--- config.mk ---
export PLATFORM = sky130hd
export DESIGN_NAME = sm_addsub
export DESIGN_NICKNAME = d
export VERILOG_FILES = /design/src/rtl/sm_pkg.sv /design/src/rtl/sm_sign_resolve.sv /design/src/rtl/sm_mag_unit.sv /design/src/rtl/sm_out_stage.sv /design/src/rtl/sm_addsub.sv
export SDC_FILE = /design/constraint.sdc
export NUM_CORES = 1
export LEC_CHECK = 0
export BUFFER_PORTS_ARGS = -buffer_cell sky130_fd_sc_hd__buf_4
export CAP_MARGIN = 30
export CORE_MARGIN = 2
export CORE_UTILIZATION = 40
export DETAILED_ROUTE_END_ITERATION = 10
export PLACE_DENSITY_LB_ADDON = 0.2
export SYNTH_ARGS = -nofsm -noshare
export SYNTH_HDL_FRONTEND = slang
export SYNTH_SLANG_ARGS = --single-unit
--- constraint.sdc ---
create_clock -name clk -period 5.1 [get_ports clk]
set_clock_uncertainty 0.15 [all_clocks]
set_input_delay 0.255 -clock clk [delete_from_list [all_inputs] [get_ports clk]]
set_output_delay 0.255 -clock clk [all_outputs]
set_load 0.02 [all_outputs]
--- src/rtl/sm_pkg.sv ---
package sm_pkg;
  typedef enum logic {
    OP_ADD = 1'b0,
    OP_SUB = 1'b1
  } sm_op_e;
endpackage

--- src/rtl/sm_sign_resolve.sv ---
module sm_sign_resolve
  import sm_pkg::*;
(
  input  sm_op_e op,
  input  logic   a_sign,
  input  logic   b_sign,
  output logic   b_sign_eff,
  output logic   signs_differ
);
  // subtraction flips the sign of B, then the add rules apply
  always_comb begin
    b_sign_eff   = (op == OP_SUB) ? ~b_sign : b_sign;
    signs_differ = a_sign ^ b_sign_eff;
  end
endmodule

--- src/rtl/sm_mag_unit.sv ---
module sm_mag_unit #(
  parameter int MAG_W = 8
) (
  input  logic [MAG_W-1:0] a_mag,
  input  logic [MAG_W-1:0] b_mag,
  input  logic             sub_mode,
  output logic [MAG_W-1:0] mag,
  output logic             a_ge_b,
  output logic             ovf
);
  localparam int SUM_W = MAG_W + 1;

  logic [MAG_W-1:0] b_term;
  logic [SUM_W-1:0] sum;
  logic             carry;

  always_comb begin
    // one adder: plain add, or A + ~B + 1 for magnitude subtraction
    b_term = sub_mode ? ~b_mag : b_mag;
    sum    = {1'b0, a_mag} + {1'b0, b_term} + {{MAG_W{1'b0}}, sub_mode};
    carry  = sum[SUM_W-1];
    a_ge_b = carry;
    if (sub_mode && !carry) begin
      mag = ~sum[MAG_W-1:0] + {{(MAG_W-1){1'b0}}, 1'b1};
    end else begin
      mag = sum[MAG_W-1:0];
    end
    ovf = !sub_mode && carry;
  end
endmodule

--- src/rtl/sm_out_stage.sv ---
module sm_out_stage #(
  parameter int DATA_W  = 10,
  parameter bit OUT_REG = 1'b1
) (
  input  logic              clk,
  input  logic              rst_n,
  input  logic              in_valid,
  output logic              in_ready,
  input  logic [DATA_W-1:0] in_data,
  output logic              out_valid,
  input  logic              out_ready,
  output logic [DATA_W-1:0] out_data
);
  generate
    if (OUT_REG) begin : g_reg
      logic              vld_q;
      logic [DATA_W-1:0] dat_q;

      always_ff @(posedge clk) begin
        if (!rst_n) begin
          vld_q <= 1'b0;
        end else if (in_ready) begin
          vld_q <= in_valid;
        end
      end

      always_ff @(posedge clk) begin
        if (in_ready && in_valid) begin
          dat_q <= in_data;
        end
      end

      assign in_ready  = !vld_q || out_ready;
      assign out_valid = vld_q;
      assign out_data  = dat_q;

      AST_HOLD_STALL: assert property (@(posedge clk) disable iff (!rst_n)
        (out_valid && !out_ready) |=> (out_valid && $stable(out_data)));
      AST_NO_ACCEPT_STALL: assert property (@(posedge clk) disable iff (!rst_n)
        (out_valid && !out_ready) |-> !in_ready);
    end else begin : g_comb
      assign in_ready  = out_ready;
      assign out_valid = in_valid;
      assign out_data  = in_data;
    end
  endgenerate
endmodule

--- src/rtl/sm_addsub.sv ---
module sm_addsub
  import sm_pkg::*;
#(
  parameter int MAG_W   = 8,
  parameter bit OUT_REG = 1'b1
) (
  input  logic             clk,
  input  logic             rst_n,
  input  logic             in_valid,
  output logic             in_ready,
  input  logic             op_sub,
  input  logic             a_sign,
  input  logic [MAG_W-1:0] a_mag,
  input  logic             b_sign,
  input  logic [MAG_W-1:0] b_mag,
  output logic             out_valid,
  input  logic             out_ready,
  output logic             res_sign,
  output logic [MAG_W-1:0] res_mag,
  output logic             res_ovf
);
  localparam int PAY_W = MAG_W + 2;

  logic             b_sign_eff;
  logic             signs_differ;
  logic [MAG_W-1:0] mag_c;
  logic             a_ge_b;
  logic             ovf_c;
  logic             sign_c;
  logic             mag_zero;
  logic [PAY_W-1:0] pay_in;
  logic [PAY_W-1:0] pay_out;

  sm_sign_resolve u_sign (
    .op           (sm_op_e'(op_sub)),
    .a_sign       (a_sign),
    .b_sign       (b_sign),
    .b_sign_eff   (b_sign_eff),
    .signs_differ (signs_differ)
  );

  sm_mag_unit #(.MAG_W(MAG_W)) u_mag (
    .a_mag    (a_mag),
    .b_mag    (b_mag),
    .sub_mode (signs_differ),
    .mag      (mag_c),
    .a_ge_b   (a_ge_b),
    .ovf      (ovf_c)
  );

  always_comb begin
    mag_zero = (mag_c == '0);
    if (!signs_differ)  sign_c = a_sign;
    else if (mag_zero)  sign_c = 1'b0;
    else if (a_ge_b)    sign_c = a_sign;
    else                sign_c = b_sign_eff;
    pay_in = {sign_c, ovf_c, mag_c};
  end

  sm_out_stage #(.DATA_W(PAY_W), .OUT_REG(OUT_REG)) u_out (
    .clk       (clk),
    .rst_n     (rst_n),
    .in_valid  (in_valid),
    .in_ready  (in_ready),
    .in_data   (pay_in),
    .out_valid (out_valid),
    .out_ready (out_ready),
    .out_data  (pay_out)
  );

  assign res_sign = pay_out[PAY_W-1];
  assign res_ovf  = pay_out[PAY_W-2];
  assign res_mag  = pay_out[MAG_W-1:0];

  AST_LIKE_SIGN_A: assert property (@(posedge clk) disable iff (!rst_n)
    (in_valid && !signs_differ) |-> (sign_c == a_sign));
  AST_DIFF_MAG_BOUND: assert property (@(posedge clk) disable iff (!rst_n)
    (in_valid && signs_differ) |-> (mag_c <= a_mag || mag_c <= b_mag));
  AST_POS_ZERO: assert property (@(posedge clk) disable iff (!rst_n)
    (in_valid && signs_differ && a_mag == b_mag) |-> (mag_c == '0 && !sign_c));
  AST_NO_OVERFLOW: assert property (@(posedge clk) disable iff (!rst_n)
    (in_valid && signs_differ) |-> !ovf_c);
endmodule

# Word level (Yosys, flattened, before mapping)
# Cells that the tools add are included.
dict set report word_totals {
  regBits 11
  inputBits 23
  out_inout_bits 12
  elab_cells 23
}
dict set report classes {
  addsub 3
  muxes 6
  bitwise 4
  n_reduce_logical 8
}
# operator count
set ops {}
lappend ops {{8-bit 2-to-1 mux} 2}
lappend ops {{8-bit inverter} 2}
lappend ops {{8-bit by 8-bit adder with 9-bit output} 1}
lappend ops {{9-bit by 1-bit adder with 9-bit output} 1}
lappend ops {{8-bit by 1-bit adder with 8-bit output (second input constant)} 1}
lappend ops {{8-bit zero test} 1}
lappend ops {{1-bit 2-to-1 mux} 4}
lappend ops {{1-bit logical AND} 3}
lappend ops {{1-bit zero test} 3}
lappend ops {{1-bit logical OR} 1}
lappend ops {{1-bit inverter} 1}
lappend ops {{1-bit bitwise XOR} 1}

# Longest topological paths before layout
# Gate-level depths: netlist of the first run.
dict set report depth {
  depth_word 12
  depth_mapped 13
  mapped_depth_nobuf 11
}

# Hierarchy
# Synthesis of the first run repeated with hierarchy kept, for this count alone.
dict set report hier_totals {
  cells_unflattened 108
  hier_area_um2 1109.8
}
# module instances cells_each area_each_um2 seq_area_each_um2
set by_module_without_submodules {}
lappend by_module_without_submodules {sm_mag_unit 1 85 670.6 0.0}
lappend by_module_without_submodules {sm_out_stage 1 15 357.8 320.3}
lappend by_module_without_submodules {sm_addsub 1 6 48.8 0.0}
lappend by_module_without_submodules {sm_sign_resolve 1 2 32.5 0.0}

# Worst setup path before layout of the first run
# OpenSTA, ideal clock, no wires.
dict set report synth_timing {
  path_type {input to register}
  from {in a_sign}
  to {reg u_out.g_reg.dat_q[9] (netlist: u_out.out_data[9]) (data pin)}
  setup_ps 266
  arrival_time_ps 2969
  required_time_ps 4684
  path_slack_ps 1715
  cell_stages 11
  n_path_buf 1
  path_cell_list {xnor3_1 -> buf_2 -> xnor2_1 -> fa_1 -> xnor2_1 -> nand3_1 -> nor4_1 -> a21oi_1 -> xor2_1 -> nor4_1 -> a31oi_1}
}
dict set report synth_between {
  elab_chain_len 10
  elab_cells_between_ends 13
  cone_classes {add/sub (3); mux (5); bitwise (2); reduce/logical (3)}
}
# element line_no
set synth_lines {}
lappend synth_lines {{start, declared} sm_addsub.sv:12} ;# input logic a_sign,
lappend synth_lines {{1-bit bitwise XOR *} sm_sign_resolve.sv:13} ;# signs_differ = a_sign ^ b_sign_eff;
lappend synth_lines {{8-bit 2-to-1 mux} sm_mag_unit.sv:19} ;# b_term = sub_mode ? ~b_mag : b_mag;
lappend synth_lines {{8-bit by 8-bit adder with 9-bit output} sm_mag_unit.sv:20} ;# sum = {1'b0, a_mag} + {1'b0, b_term} + {{MAG_W{1'b0}}, sub_mode};
lappend synth_lines {{9-bit by 1-bit adder with 9-bit output} sm_mag_unit.sv:20}
lappend synth_lines {{8-bit inverter / 1-bit zero test (equally long branches)} {sm_mag_unit.sv:24, sm_mag_unit.sv:23}}
lappend synth_lines {{8-bit by 1-bit adder with 8-bit output / 1-bit logical AND (equally long branches)} {sm_mag_unit.sv:24, sm_mag_unit.sv:23}}
lappend synth_lines {{8-bit 2-to-1 mux *} sm_mag_unit.sv:23} ;# if (sub_mode && !carry) begin
lappend synth_lines {{via mag_c[5]} sm_addsub.sv:26} ;# logic [MAG_W-1:0] mag_c;
lappend synth_lines {{8-bit zero test *} sm_addsub.sv:52} ;# mag_zero = (mag_c == '0);
lappend synth_lines {{1-bit 2-to-1 mux *} sm_addsub.sv:54} ;# else if (mag_zero) sign_c = 1'b0;
lappend synth_lines {{1-bit 2-to-1 mux *} sm_addsub.sv:53} ;# if (!signs_differ) sign_c = a_sign;
lappend synth_lines {{via sign_c} sm_addsub.sv:29} ;# logic sign_c;
lappend synth_lines {{end signal, assigned} sm_out_stage.sv:29} ;# dat_q <= in_data;
lappend synth_lines {{end, declared} sm_out_stage.sv:17} ;# logic [DATA_W-1:0] dat_q;
# The timed path passes the listed nets; every way through them passes the cells marked *.
# A chain may end at the register's enable or synchronous reset.

# Worst setup path after layout of the first run
# Same ends and word-level chain as after synthesis.

==> results of run 1 <==
## per-stage QoR
step | setup WS, ns | utilization (%) | std cells
after floorplan | 1.72 | - | 124
after global placement | 1.22 | 51.6 | 184
after detailed placement | 1.14 | 51.6 | 184
after CTS | 1.42 | 52.6 | 188
after global routing | 1.11 | 52.6 | 188
final | 1.43 | 52.6 | 188
## critical path, stage by stage
cell     delay, ns
buf_4         0.12
xnor3_1       0.71
xnor2_1       0.20
fa_1          0.48
xnor2_1       0.52
nand3_1       0.22
nor4_1        0.34
a21oi_1       0.13
xor2_1        0.17
nor4_1        0.28
a31oi_1       0.12
## sequential cells by signal (all words and copies together), names as in the netlist
register         flops
u_out.out_data      10
u_out.out_valid      1
## layout by cell type (no fill, tap or decap), drive strengths merged, types with 2 or more instances in the layout
master | netlist | final
and3 | 4 | 4
a31oi | 4 | 4
nand4 | 3 | 3
a21o | 4 | 4
inv | 7 | 7
o21ai | 2 | 2
and2 | 2 | 2
a21oi | 8 | 8
buf | 2 | 34
xor2 | 6 | 6
ha | 8 | 8
clkbuf | 3 | 3
nand3 | 5 | 5
xnor2 | 16 | 16
nand2 | 11 | 11
edfxtp | 10 | 10
nor2 | 9 | 9
nor4 | 2 | 2
mux2i | 3 | 3
## worst max path at each step
stage	from	end	slack, ns	cells past startpoint
floorplan	a_sign	u_out.out_data[9]	1.72	11
global placement	a_sign	u_out.out_data[9]	1.22	11
detailed placement	a_sign	u_out.out_data[9]	1.14	11
CTS	a_sign	u_out.out_data[9]	1.42	11
global route	a_sign	u_out.out_data[9]	1.11	11
finish	a_sign	u_out.out_data[9]	1.43	11
## where the power goes
part / switching [mW] / leakage, nW / internal [mW]
Sequential: 0.00591 / 0.106 / 0.137
Combinational: 0.203 / 0.525 / 0.159
Clock: 0.0305 / 0.0177 / 0.0291
## cell type report
cell class / count / area [um2]
inverter: 7 / 26.3
clock inverter: 1 / 5.00
tap: 31 / 38.8
multi-input combinational: 101 / 771
clock buffer: 3 / 22.5
fill: 248 / 1290
timing repair buffer: 34 / 255
sequential: 11 / 320
## per-layer routing
metal	up-vias	global-route usage [%]	wire (um)
li1	509	-	-
met1	438	19.1	1040
met2	27	24.8	1060
met3	5	1.36	116
met4	0	7.97	53
met5	-	0	0
## cells by family (layout without fill, tap and decap cells)
group / Yosys count / after routing / share of synthesized area (%)
AO/OA/AOI/OAI: 23 / 23 / 14.3
adder cells (fa/ha/maj): 9 / 9 / 10.5
XOR/XNOR: 23 / 23 / 20.2
AND/OR/NAND/NOR: 43 / 43 / 20.0
flip-flops: 11 / 11 / 28.1
multiplexers: 3 / 3 / 2.64
buffers and inverters: 12 / 45 / 4.18
==> metrics.txt, run 1 <==
deepest clock path buffer count=2; clk_lat worst skew=0.27 ns; worst hold path startpoint=in_valid; number of cell rows=19; Routed Antenna Nets=0; Detailed Place HPWL=1890 um; Tot Pwr=about 0.56 mW; crit start category=input port; CTS sink count=11; worst flop-to-flop path endpoint=u_out.out_data[9]; worst hold endpoint=u_out.out_valid; P&R area growth vs syn=26.4%; status=completed; syn_nets=roughly 160; final WL=2270 um; design area=1440 um2; Core Box Area=about 2700 um2; Max VDD drop=roughly 0.24 mV; ys flop type=edfxtp_1; max_cap viols=0; total CTS buffers=3; number of enable flip-flop cells after synthesis=10; hold_ws=0.0860 ns; Tcrit/Tclk final=72.0%; Port Buffers=34; Cell Pwr Density=392 nW/um2; detailed router's first-iteration violation count=6; postcts setup bufs=0; leading post-synthesis cells by cell area=edfxtp_1, xnor2_1, ha_1; fin. max-slew vios=0; Crit Reg-Reg Startpoint=u_out.out_valid; endpoint type of the worst setup path=register; total grt overflow=0; CTS Root Cell=clkbuf_4; clock period minus worst slack=3.67 ns; slew margin rel.=59.7%; hold depth=3; Avg Inst Size Synth=9.18 um2; clock transition time at the flip-flop clock pins of the worst setup and hold paths=0.07 ns; dpl cell area=1410 um2; Worst Path Required=4.97 ns; Initial Util=41.6%; Worst Tran Pin Value=0.601 ns; count leader, synth=xnor2_1; initial antenna violation count=0; sequential area share after synthesis=28.1%; # nets final=190; area share of the largest cell type after synthesis=26.4%; Post-Syn Area=1140 um2; Die Y=57.4 um; critical path peak fanout=11; crit path kind=input port to register; Ports=35; Die X=57.4 um; Fin Setup TNS=0 ns; antenna fix cells=0; CTS resizes=0; via count=979; drt pass-1 iters=4; hold crit path type=input port to register; hold_buf cts=0; # setup viols final=0; DRC=0; most frequent cells after synthesis=xnor2_1, edfxtp_1, nand2_1; final hold violation count=0; Unique masters post-synth=38; vias in the first global route=936; H-tree levels=1; r2r setup slk=between 3 and 4 ns; Post-synth ARST share=0%; via/cell ratio=5.21; WP data arrival=3.54 ns; CTS tree=done; DIE AREA=3290 um2; R2R cell count=2; highest achievable clock rate=272 MHz; Synth warnings=0; RSZ-0062 raised after global routing=no; P_leak=0.649 nW; final weighted congestion in routability-driven placement=0.805; Overall Global Routing Usage=14.9%; top cell type by total area after synthesis=edfxtp_1; number of cells produced by synthesis=124; Routed wire per std cell=12.1 um; maximum number of pins on one net before global-route repair=12; share of cells above drive strength 1=26.8%; first-pass GRT wire length=roughly 4000 um; #FFs+latches synth=11
Power figures use the tool's default switching activity.
==> run 2: changes to the inputs <==
==> constraint.sdc (replaced) <==
create_clock -name clk -period 3.8 [get_ports clk]
set_clock_uncertainty 0.15 [all_clocks]
set_input_delay 0.19 -clock clk [delete_from_list [all_inputs] [get_ports clk]]
set_output_delay 0.19 -clock clk [all_outputs]
set_load 0.02 [all_outputs]
==> run 2 against run 1 <==
Via count increased by 0.82%. Critical path depth unchanged. Sequential share of layout area decreased by 0.23 points. Die area unchanged. Cell count increased by 1.1%. Sequential power increased by 34%. Setup slack got worse by 0.83 ns. First-iteration DRC count increased by 83%. Clock power increased by 30%.
==> metrics.txt, run 2 (synthesis gave the netlist of run 1 again) <==
RSZ-0062 raised after global routing=no (unchanged); Largest register FFs=10 (unchanged); max_cap viols=0 (unchanged); Max VDD drop=0.276 mV (was 0.238 mV); Pint=0.444 mW (was 0.325 mW); hold_buf cts=0 (unchanged); Crit Reg-Reg Startpoint=u_out.out_valid (unchanged); Gate power share=64.7% (was 64.1%); status=completed (unchanged); commonest non-fill, non-tap cell in the layout=buf_4 (unchanged); first-pass GRT wire length=3860 um (was 3920 um); Worst Tran Pin Value=0.528 ns (was 0.601 ns); # setup viols final=0 (unchanged); sequential power share=25.1% (was 25.3%); # nets final=192 (was 190); crit path from=a_sign (unchanged); clk_lat worst skew=0.26 ns (was 0.27 ns); detailed router's first-iteration violation count=11 (was 6); hold crit path type=input port to register (unchanged); final weighted congestion in routability-driven placement=0.839 (was 0.805); antenna fix cells=0 (unchanged); via/cell ratio=5.19 (was 5.21); Initial Util=41.6% (unchanged); Net Sw Power=0.320 mW (was 0.240 mW); WP data arrival=3.08 ns (was 3.54 ns); deepest clock path buffer count=2 (unchanged); Core Box Area=2730 um2 (unchanged); drt pass-1 iters=2 (was 4); slew margin rel.=64.5% (was 59.7%); fin. max-slew vios=0 (unchanged); endpoint type of the worst setup path=register (unchanged); Detailed Place HPWL=1850 um (was 1890 um); Worst Path Required=3.67 ns (was 4.97 ns); layout filler cell count=261 (was 248); CTS sink count=11 (unchanged); via count=987 (was 979); P&R area growth vs syn=27.7% (was 26.4%); vias in the first global route=914 (was 936); Die X=57.4 um (unchanged); Die Y=57.4 um (unchanged); H-tree levels=1 (unchanged); Clk pwr share=10.2% (was 10.6%); crit start category=input port (unchanged); Port Buffers=34 (unchanged); multi-input logic area=771 um2 (unchanged); Fin Setup TNS=0 ns (unchanged); DIE AREA=3290 um2 (unchanged); register area=320 um2 (unchanged); total CTS buffers=3 (unchanged); PnR worst setup slack=0.592 ns (was 1.43 ns); share of cells above drive strength 1=27.7% (was 26.8%); Routed Antenna Nets=0 (unchanged); CTS resizes=0 (unchanged); r2r setup slk=2.50 ns (was 3.81 ns); Overall Global Routing Usage=14.7% (was 14.9%); pre-CTS setup slack=0.282 ns (was 1.14 ns); postcts setup bufs=0 (unchanged); maximum number of pins on one net before global-route repair=11 (was 12); highest achievable clock rate=312 MHz; sw frac=41.9% (was 42.5%); initial antenna violation count=0 (unchanged); clock transition time at the flip-flop clock pins of the worst setup and hold paths=0.07 ns (about the same); worst flop-to-flop path endpoint=u_out.out_data[6] (was u_out.out_data[9]); final WL=2210 um (was 2270 um); crit path kind=input port to register (unchanged); number of cell rows=19 (unchanged); CTS Root Cell=clkbuf_4 (unchanged); Tcrit/Tclk final=about 84%; Ports=35 (unchanged); crit path to=u_out.out_data[9] (unchanged); Cell Pwr Density=526 nW/um2 (was 392 nW/um2); final hold violation count=0 (unchanged); Routed wire per std cell=11.6 um (was 12.1 um); CTS tree=done (unchanged); clock period minus worst slack=3.21 ns; total grt overflow=0 (unchanged); most frequent cells in the layout=buf_4, xnor2_1, nand2_1, edfxtp_1, nor2_1 (unchanged); DRC=0 (unchanged); R2R cell count=2 (unchanged); critical path peak fanout=8 (was 11); P_leak=0.658 nW (was 0.649 nW); worst hold path startpoint=in_valid (unchanged)
## run 2: layer usage
| layer | share of wire, % | vias up | global-route usage (%) |
|---|---|---|---|
| met2 | 48 | 27 | 24.2 |
| met3 | 5.4 | 4 | 2.27 |
| met1 | 45 | 443 | 19.1 |
| li1 | - | 513 | - |
| met4 | 1.2 | 0 | 6.31 |
| met5 | 0 | - | 0 |
## run 2: worst min path at each step
stage | slack, ns | endpoint | cells past startpoint
floorplan | 0.18 | u_out.out_valid | 2
global placement | 0.30 | u_out.out_valid | 2
detailed placement | 0.32 | u_out.out_valid | 2
CTS | 0.03 | u_out.out_valid | 2
global route | 0.04 | u_out.out_valid | 2
finish | 0.04 | u_out.out_valid | 3
## run 2: area by class of cell
class	count	share of cell area, %
Tap cell	31	2.67
Clock buffer	3	1.55
Timing Repair Buffer	36	18.6
Sequential cell	11	22.0
Multi-Input combinational cell	101	53.0
Inverter	7	1.81
Clock inverter	1	0.344
## run 2: power groups by stage
stage | registers, mW | logic (mW) | clock network (mW)
2_1_floorplan | 0.239 | 0.322 | 0
4_1_cts | 0.192 | 0.497 | 0.0798
3_3_place_gp | 0.194 | 0.495 | 0
5_1_grt | 0.196 | 0.546 | 0.0859
3_5_place_dp | 0.195 | 0.496 | 0
6_report | 0.192 | 0.495 | 0.0777
## run 2: metrics by stage
step | power [mW] | area (um2) | std cells | utilization, % | hold WS (ns)
3_5_place_dp | 0.691 | 1430 | 186 | 52.2 | 0.317
3_3_place_gp | 0.689 | 1430 | 186 | 52.2 | 0.304
2_1_floorplan | 0.560 | 1140 | 124 | - | 0.179
5_1_grt | 0.828 | 1450 | 190 | 53.2 | 0.0410
4_1_cts | 0.769 | 1450 | 190 | 53.2 | 0.0322
6_report | 0.764 | 1450 | 190 | 53.2 | 0.0353
## run 2: critical path, stage by stage
cell	delay, ns
buf_4	0.12
xnor3_1	0.62
xnor2_1	0.11
ha_1	0.42
nand2_1	0.07
or3_1	0.47
a31oi_4	0.23
xor2_2	0.11
o41a_1	0.44
xnor2_1	0.19
a31oi_1	0.10
